$ cat config.mk
export PLATFORM = sky130hd
export DESIGN_NAME = intc_dual_bank
export DESIGN_NICKNAME = d
export VERILOG_FILES = /design/src/rtl/intc_pkg.sv /design/src/rtl/intc_src_cond.sv /design/src/rtl/intc_pick.sv /design/src/rtl/intc_bank.sv /design/src/rtl/intc_dual_bank.sv
export SDC_FILE = /design/constraint.sdc
export NUM_CORES = 1
export LEC_CHECK = 0
export ABC_CLOCK_PERIOD_IN_PS = 49500
export BUFFER_PORTS_ARGS = -buffer_cell sky130_fd_sc_hd__buf_2
export CORE_MARGIN = 2
export CORE_UTILIZATION = 50
export CTS_CLUSTER_DIAMETER = 80
export CTS_CLUSTER_SIZE = 25
export DETAILED_ROUTE_END_ITERATION = 8
export PLACE_DENSITY = 0.66
export SETUP_SLACK_MARGIN = 0.2
export SLEW_MARGIN = 10
export SYNTH_ARGS = -nofsm -noshare
export SYNTH_HDL_FRONTEND = slang
export SYNTH_SLANG_ARGS = --single-unit
$ cat constraint.sdc
create_clock -name clk -period 49.5 [get_ports clk]
set_input_delay 2.475 -clock clk [delete_from_list [all_inputs] [get_ports clk]]
set_output_delay 2.475 -clock clk [all_outputs]
set_load 0.02 [all_outputs]
$ cat src/rtl/intc_pkg.sv
package intc_pkg;
    localparam int unsigned BUS_ADDR_W = 12;
    localparam int unsigned BUS_DATA_W = 32;

    // region codes held in bus_addr[11:8]
    localparam logic [3:0] RGN_NORM   = 4'h0;
    localparam logic [3:0] RGN_FAST   = 4'h1;
    localparam logic [3:0] RGN_COND   = 4'h2;
    localparam logic [3:0] RGN_PRIO   = 4'h3;

    // offsets inside a bank region
    localparam logic [7:0] OFS_STATUS = 8'h00;
    localparam logic [7:0] OFS_RAW    = 8'h04;
    localparam logic [7:0] OFS_EN_SET = 8'h08;
    localparam logic [7:0] OFS_EN_CLR = 8'h0C;
    localparam logic [7:0] OFS_NEXT   = 8'h20;
    localparam logic [7:0] OFS_ACK    = 8'h28;
    localparam logic [7:0] OFS_THR    = 8'h2C;

    // offsets inside the conditioning region
    localparam logic [7:0] OFS_POL    = 8'h00;
    localparam logic [7:0] OFS_LATCH  = 8'h04;
endpackage

$ cat src/rtl/intc_src_cond.sv
module intc_src_cond #(
    parameter int unsigned NUM_SRC = 32
) (
    input  logic               clk,
    input  logic               rst_n,
    input  logic [NUM_SRC-1:0] src_in,
    input  logic [NUM_SRC-1:0] pol_sel,
    input  logic [NUM_SRC-1:0] latch_sel,
    input  logic [NUM_SRC-1:0] clr,
    output logic [NUM_SRC-1:0] cond,
    output logic [NUM_SRC-1:0] latch_q
);
    typedef struct packed {
        logic [NUM_SRC-1:0] hold;
    } cond_state_t;

    cond_state_t st_d, st_q;
    logic [NUM_SRC-1:0] lvl;

    for (genvar i = 0; i < NUM_SRC; i++) begin : g_pol
        assign lvl[i] = pol_sel[i] ? src_in[i] : ~src_in[i];
    end

    always_comb begin
        st_d = st_q;
        // an asserted input wins over a clear in the same cycle
        st_d.hold = latch_sel & (lvl | (st_q.hold & ~clr));
        cond      = (latch_sel & st_q.hold) | (~latch_sel & lvl);
    end

    always_ff @(posedge clk or negedge rst_n) begin
        if (!rst_n) begin
            st_q <= '0;
        end else begin
            st_q <= st_d;
        end
    end

    assign latch_q = st_q.hold;
endmodule

$ cat src/rtl/intc_pick.sv
module intc_pick #(
    parameter int unsigned NUM_SRC = 32,
    parameter int unsigned PRIO_W  = 4,
    localparam int unsigned ID_W   = $clog2(NUM_SRC + 1)
) (
    input  logic [NUM_SRC-1:0]             pend,
    input  logic [NUM_SRC-1:0][PRIO_W-1:0] prio,
    output logic [ID_W-1:0]                next_id
);
    logic              found;
    logic [PRIO_W-1:0] best;

    always_comb begin
        found   = 1'b0;
        best    = '1;
        next_id = ID_W'(NUM_SRC);
        // strict compare keeps the lowest index on a tie
        for (int i = 0; i < NUM_SRC; i++) begin
            if (pend[i] && (!found || prio[i] < best)) begin
                found   = 1'b1;
                best    = prio[i];
                next_id = ID_W'(i);
            end
        end
    end
endmodule

$ cat src/rtl/intc_bank.sv
module intc_bank #(
    parameter int unsigned NUM_SRC = 32,
    parameter int unsigned PRIO_W  = 4,
    localparam int unsigned ID_W   = $clog2(NUM_SRC + 1)
) (
    input  logic                           clk,
    input  logic                           rst_n,
    input  logic [NUM_SRC-1:0]             cond,
    input  logic [NUM_SRC-1:0][PRIO_W-1:0] prio,
    input  logic                           en_set_we,
    input  logic                           en_clr_we,
    input  logic                           thr_we,
    input  logic [NUM_SRC-1:0]             wr_mask,
    input  logic [PRIO_W-1:0]              wr_thr,
    output logic [NUM_SRC-1:0]             enable,
    output logic [PRIO_W-1:0]              thr,
    output logic [NUM_SRC-1:0]             status,
    output logic [ID_W-1:0]                next_id,
    output logic                           req
);
    typedef struct packed {
        logic [NUM_SRC-1:0] en;
        logic [PRIO_W-1:0]  thr;
    } bank_state_t;

    bank_state_t st_d, st_q;
    logic [NUM_SRC-1:0] elig;

    for (genvar i = 0; i < NUM_SRC; i++) begin : g_elig
        assign elig[i] = (prio[i] <= st_q.thr);
    end

    always_comb begin
        st_d = st_q;
        if (en_set_we) st_d.en  = st_q.en | wr_mask;
        if (en_clr_we) st_d.en  = st_q.en & ~wr_mask;
        if (thr_we)    st_d.thr = wr_thr;
    end

    always_ff @(posedge clk or negedge rst_n) begin
        if (!rst_n) begin
            st_q.en  <= '0;
            st_q.thr <= '1;
        end else begin
            st_q <= st_d;
        end
    end

    assign enable = st_q.en;
    assign thr    = st_q.thr;
    assign status = cond & st_q.en & elig;
    assign req    = |status;

    intc_pick #(.NUM_SRC(NUM_SRC), .PRIO_W(PRIO_W)) u_pick (
        .pend    (status),
        .prio    (prio),
        .next_id (next_id)
    );
endmodule

$ cat src/rtl/intc_dual_bank.sv
module intc_dual_bank
    import intc_pkg::*;
#(
    parameter int unsigned NUM_SRC = 32,
    parameter int unsigned PRIO_W  = 4
) (
    input  logic                  clk,
    input  logic                  rst_n,
    input  logic [NUM_SRC-1:0]    src_in,
    input  logic [BUS_ADDR_W-1:0] bus_addr,
    input  logic                  bus_wr_en,
    input  logic [BUS_DATA_W-1:0] bus_wr_data,
    input  logic                  bus_rd_en,
    output logic [BUS_DATA_W-1:0] bus_rd_data,
    output logic                  irq_req,
    output logic                  fiq_req
);
    localparam int unsigned NBANK = 2;
    localparam int unsigned ID_W  = $clog2(NUM_SRC + 1);
    localparam int unsigned SRC_W = $clog2(NUM_SRC);

    typedef struct packed {
        logic [NUM_SRC-1:0]             pol;
        logic [NUM_SRC-1:0]             latch;
        logic [NUM_SRC-1:0][PRIO_W-1:0] prio;
        logic [BUS_DATA_W-1:0]          rdata;
    } cfg_state_t;

    cfg_state_t cfg_d, cfg_q;

    logic [3:0]                       region;
    logic [7:0]                       ofs;
    logic                             aligned;
    logic                             prio_ok;
    logic [SRC_W-1:0]                 prio_idx;
    logic [NBANK-1:0]                 bank_hit;
    logic [NBANK-1:0]                 en_set_we, en_clr_we, thr_we, ack_hit;
    logic [NBANK-1:0][NUM_SRC-1:0]    bank_en, bank_status;
    logic [NBANK-1:0][PRIO_W-1:0]     bank_thr;
    logic [NBANK-1:0][ID_W-1:0]       bank_next;
    logic [NBANK-1:0]                 bank_req;
    logic [NUM_SRC-1:0]               cond, latch_q, ack_clr;

    assign region   = bus_addr[11:8];
    assign ofs      = bus_addr[7:0];
    assign aligned  = (bus_addr[1:0] == 2'b00);
    assign prio_idx = bus_addr[2 +: SRC_W];
    assign prio_ok  = aligned && (region == RGN_PRIO) && ({2'b00, bus_addr[7:2]} < 8'(NUM_SRC));

    for (genvar b = 0; b < NBANK; b++) begin : g_bank
        assign bank_hit[b]  = aligned && (region == 4'(b));
        assign en_set_we[b] = bus_wr_en && bank_hit[b] && (ofs == OFS_EN_SET);
        assign en_clr_we[b] = bus_wr_en && bank_hit[b] && (ofs == OFS_EN_CLR);
        assign thr_we[b]    = bus_wr_en && bank_hit[b] && (ofs == OFS_THR);
        assign ack_hit[b]   = bus_rd_en && bank_hit[b] && (ofs == OFS_ACK);

        intc_bank #(.NUM_SRC(NUM_SRC), .PRIO_W(PRIO_W)) u_bank (
            .clk       (clk),
            .rst_n     (rst_n),
            .cond      (cond),
            .prio      (cfg_q.prio),
            .en_set_we (en_set_we[b]),
            .en_clr_we (en_clr_we[b]),
            .thr_we    (thr_we[b]),
            .wr_mask   (bus_wr_data[NUM_SRC-1:0]),
            .wr_thr    (bus_wr_data[PRIO_W-1:0]),
            .enable    (bank_en[b]),
            .thr       (bank_thr[b]),
            .status    (bank_status[b]),
            .next_id   (bank_next[b]),
            .req       (bank_req[b])
        );
    end

    always_comb begin
        ack_clr = '0;
        for (int b = 0; b < NBANK; b++) begin
            if (ack_hit[b]) ack_clr = ack_clr | bank_status[b];
        end
    end

    intc_src_cond #(.NUM_SRC(NUM_SRC)) u_cond (
        .clk       (clk),
        .rst_n     (rst_n),
        .src_in    (src_in),
        .pol_sel   (cfg_q.pol),
        .latch_sel (cfg_q.latch),
        .clr       (ack_clr),
        .cond      (cond),
        .latch_q   (latch_q)
    );

    always_comb begin
        logic                  sel;
        logic [BUS_DATA_W-1:0] mux;
        cfg_d = cfg_q;
        sel   = region[0];
        mux   = '0;

        if (bus_wr_en && aligned && region == RGN_COND) begin
            if (ofs == OFS_POL)   cfg_d.pol   = bus_wr_data[NUM_SRC-1:0];
            if (ofs == OFS_LATCH) cfg_d.latch = bus_wr_data[NUM_SRC-1:0];
        end
        if (bus_wr_en && prio_ok) begin
            cfg_d.prio[prio_idx] = bus_wr_data[PRIO_W-1:0];
        end

        if (aligned) begin
            unique case (region)
                RGN_NORM, RGN_FAST: begin
                    unique case (ofs)
                        OFS_STATUS, OFS_ACK: mux = BUS_DATA_W'(bank_status[sel]);
                        OFS_RAW:             mux = BUS_DATA_W'(cond);
                        OFS_EN_SET:          mux = BUS_DATA_W'(bank_en[sel]);
                        OFS_NEXT:            mux = BUS_DATA_W'(bank_next[sel]);
                        OFS_THR:             mux = BUS_DATA_W'(bank_thr[sel]);
                        default:             mux = '0;
                    endcase
                end
                RGN_COND: begin
                    if (ofs == OFS_POL)        mux = BUS_DATA_W'(cfg_q.pol);
                    else if (ofs == OFS_LATCH) mux = BUS_DATA_W'(cfg_q.latch);
                end
                RGN_PRIO: begin
                    if (prio_ok) mux = BUS_DATA_W'(cfg_q.prio[prio_idx]);
                end
                default: mux = '0;
            endcase
        end
        if (bus_rd_en) cfg_d.rdata = mux;
    end

    always_ff @(posedge clk or negedge rst_n) begin
        if (!rst_n) begin
            cfg_q.pol   <= '1;
            cfg_q.latch <= '0;
            cfg_q.prio  <= '0;
            cfg_q.rdata <= '0;
        end else begin
            cfg_q <= cfg_d;
        end
    end

    assign bus_rd_data = cfg_q.rdata;
    assign irq_req     = bank_req[0];
    assign fiq_req     = bank_req[1];
endmodule

==> results_dict.tcl <==
set metrics [dict create \
    synth_top_area_cell "dfrtp_1" \
    drv_cap 0 \
    r2r_slack_ns 3.61 \
    max_stage_delay_ns 0.53 \
    p_int_mw 0.396 \
    drtPass1Iterations 6 \
    grt_pass1_vias 32400 \
    switchingPower_mw 0.169 \
    crit_top_cell "ha_1" \
    relSlewSlack_pct 24.5 \
    gr-total-overflow 0 \
    hold_class "reg -> reg" \
    synth_area_leaders "dfrtp_1, ha_1, o21ai_0" \
    grt_use_total_pct 33.2 \
    arrival_ns 47.26 \
    stdcell_count 5318 \
    worstSetupStartpointType "input pin" \
    critPathMaxFanout 9 \
    ys_seq_area_share_pct 22.6 \
    place_area_um2 37600 \
    vias_per_cell 6.63 \
    finish.instance_area_um2 39400 \
    synth_top_area_share_pct 19.7 \
    leakagePower_nw 17.7 \
    end_kind "register" \
    synth_cells 4295 \
    worstMarginPinSlew_ns 1.13 \
    insertion_delay_ns 0.63 \
    core_um2 72700 \
    route.detailed.drc 0 \
    drive_gt1_share_pct 19.9 \
    rsz0062_at_grt "yes" \
    start_util_pct 50.3 \
    clkPwrFrac_pct 42.9 \
    num_vias 35300 \
    drt-total-wl_um 129000 \
    fillers 6787 \
    crit_type "in -> reg" \
    crit_required_ns 49.99 \
    synth_edf_count 0 \
    slew_violations 0 \
    netSwitchingFraction_pct 29.9 \
    synth.distinct_cells 168 \
    powerDensity_nw_per_um2 14.3 \
    power.total_mw 0.565 \
    h-tree-depth 1 \
    numClockSinks 328 \
    clkTransAtPathRegs_ns 0.10 \
    fmax_ghz 0.0214 \
    numPlacedInstances 5231 \
    cts_tree "built" \
    ant_nets 0 \
    final.period_utilization_pct 94.5 \
    area_growth_pct 7.75 \
    ys_seq_elements 328 \
    grt_pass1_wl_um 195000 \
    final.setup_skew_ns 0.0263 \
    syn_area_um2 36600 \
    cts_buffers 25 \
    ys_warn_count 0 \
    postSynthAreaPerCell_um2 8.51 \
    slowest_stage "or3b_2" \
    pwr-share-comb_pct 8.8 \
    die_y_um 274 \
    postSynth.asyncResetShare_pct 100 \
    cts-root-buf "clkbuf_16" \
    dieArea_um2 75300 \
    gp_congestion 0.979 \
    peakVddDrop_mv 0.0261 \
    drt-wirelength-per-cell_um 24.2 \
    grt_max_degree 76 \
    syn_nets 4701 \
    synthFlopType "dfrtp_1" \
    finalNetCount 4745 \
    hold_violations 0 \
    dpl.hpwl_um 94500 \
    p_seq_share_pct 48.3 \
    io_pins 114 \
    rows 99 \
    status "completed" \
    fin_crit_ns 46.77 \
    drtIter0Drc 3370 \
    portBuffers 113 \
    chipWidth_um 274 \
    antenna_found_initial 3 \
    clockBufferDepth 3 \
    finalSetupViolCount 0 \
]
-- power by group through the flow --
stage	logic, mW	clock network, mW	registers, mW
detailed placement	0.0484	0	0.278
CTS	0.0487	0.245	0.273
global placement	0.0482	0	0.278
floorplan	0.0274	0	0.276
finish	0.0497	0.242	0.273
global route	0.0541	0.253	0.273
-- cells in the final DEF, fill, tap and decap left out, types with 63 or more instances in the layout --
cell type	Yosys	routed
o21ai_0	370	362
nand2_1	343	340
a31oi_1	102	97
nand3_1	123	122
mux2i_1	107	96
dfrtp_1	288	288
buf_4	43	117
nor3_1	66	63
mux2_2	151	151
nor2b_1	71	71
ha_1	326	324
buf_2	8	111
nor2_1	315	304
a21oi_1	311	292
nand2b_1	98	96
inv_1	170	169
-- cell families after synthesis --
family	synth area share (%)
xor gates and xnor gates	1.29
adders and majority gates	11.8
DFF	22.6
buffers and inverters	5.64
muxes	10.3
AOI/OAI and AO/OA	30.7
and+or+nand+nor	17.7
-- synthesized netlist by cell type (42+ instances only) --
cell type and instances:
nor2_1 315, a211oi_1 46, dfrtp_1 288, ha_1 326, nand2b_1 98, nor3_1 66, o211ai_1 42, inv_1 170
a22oi_1 46, mux2i_1 107, nor2b_1 71, clkbuf_1 95, o21ai_0 370, a31oi_1 102, nand3_1 123, a41o_1 55
buf_4 43, mux2_2 151, nand2_1 343, a21oi_1 311
-- per-layer routing --
metal	track usage (%)	routed length, um	vias up
li1	-	-	16500
met1	46.4	56000	17000
met2	52.2	57100	1500
met3	5.44	10800	249
met4	10.4	4640	6
met5	0	26	-
-- worst max-delay path, delay by kind of cell --
| kind | cells | cell delay [ns] |
|---|---|---|
| xor gates and xnor gates | 1 | 0.17 |
| and+or+nand+nor | 71 | 11.12 |
| adders and majority gates | 31 | 8.77 |
| buffers and inverters | 25 | 2.01 |
| AOI/OAI and AO/OA | 96 | 17.44 |
| muxes | 20 | 5.15 |
-- per-stage QoR --
| step | setup slack [ns] | hold slack [ns] | setup TNS (ns) | utilization [%] |
|---|---|---|---|---|
| finish | 2.73 | 0.493 | 0 | 54.2 |
| global route | -0.330 | 0.511 | -1.30 | 54.2 |
| floorplan | 4.11 | 0.456 | 0 | - |
| detailed placement | -0.968 | 0.472 | -4.42 | 51.7 |
| CTS | 0.202 | 0.498 | 0 | 53.0 |
| global placement | 0.0453 | 0.466 | 0 | 51.7 |
-- what timing repair did --
action                                  in CTS  in global routing
hold buffers                                 0                  0
resized for setup                            6                116
endpoints found under the setup margin       5                  5
pin swaps                                    1                 22
setup buffers                                1                 39
-- final timing paths --
kind,from,end,depth (start not counted)
setup / recovery,src_in[0],bus_rd_data[4]$_DFFE_PN0P_,244
hold reg to reg,bus_rd_data[6]$_DFFE_PN0P_,bus_rd_data[6]$_DFFE_PN0P_,1
min in group asynchronous,rst_n,u_cond.latch_q[26]$_DFF_PN0_,1
setup reg to reg,cfg_q[33]$_DFFE_PN0P_,bus_rd_data[4]$_DFFE_PN0P_,244
hold / removal,bus_rd_data[6]$_DFFE_PN0P_,bus_rd_data[6]$_DFFE_PN0P_,1
max in group asynchronous,rst_n,asynchronous set/reset pin,3
-- cell type report --
class / count / area, um^2 / area share, %
well taps: 959 / 1200 / 3.05
clock inverters: 20 / 317 / 0.804
clock buffers: 26 / 639 / 1.62
diodes: 1 / 2.50 / 0.00635
flip-flops and latches: 328 / 8260 / 21.0
inverters: 175 / 671 / 1.70
multi-input cells: 3580 / 26900 / 68.2
repair buffers: 229 / 1450 / 3.68
Power figures use the tool's default switching activity.
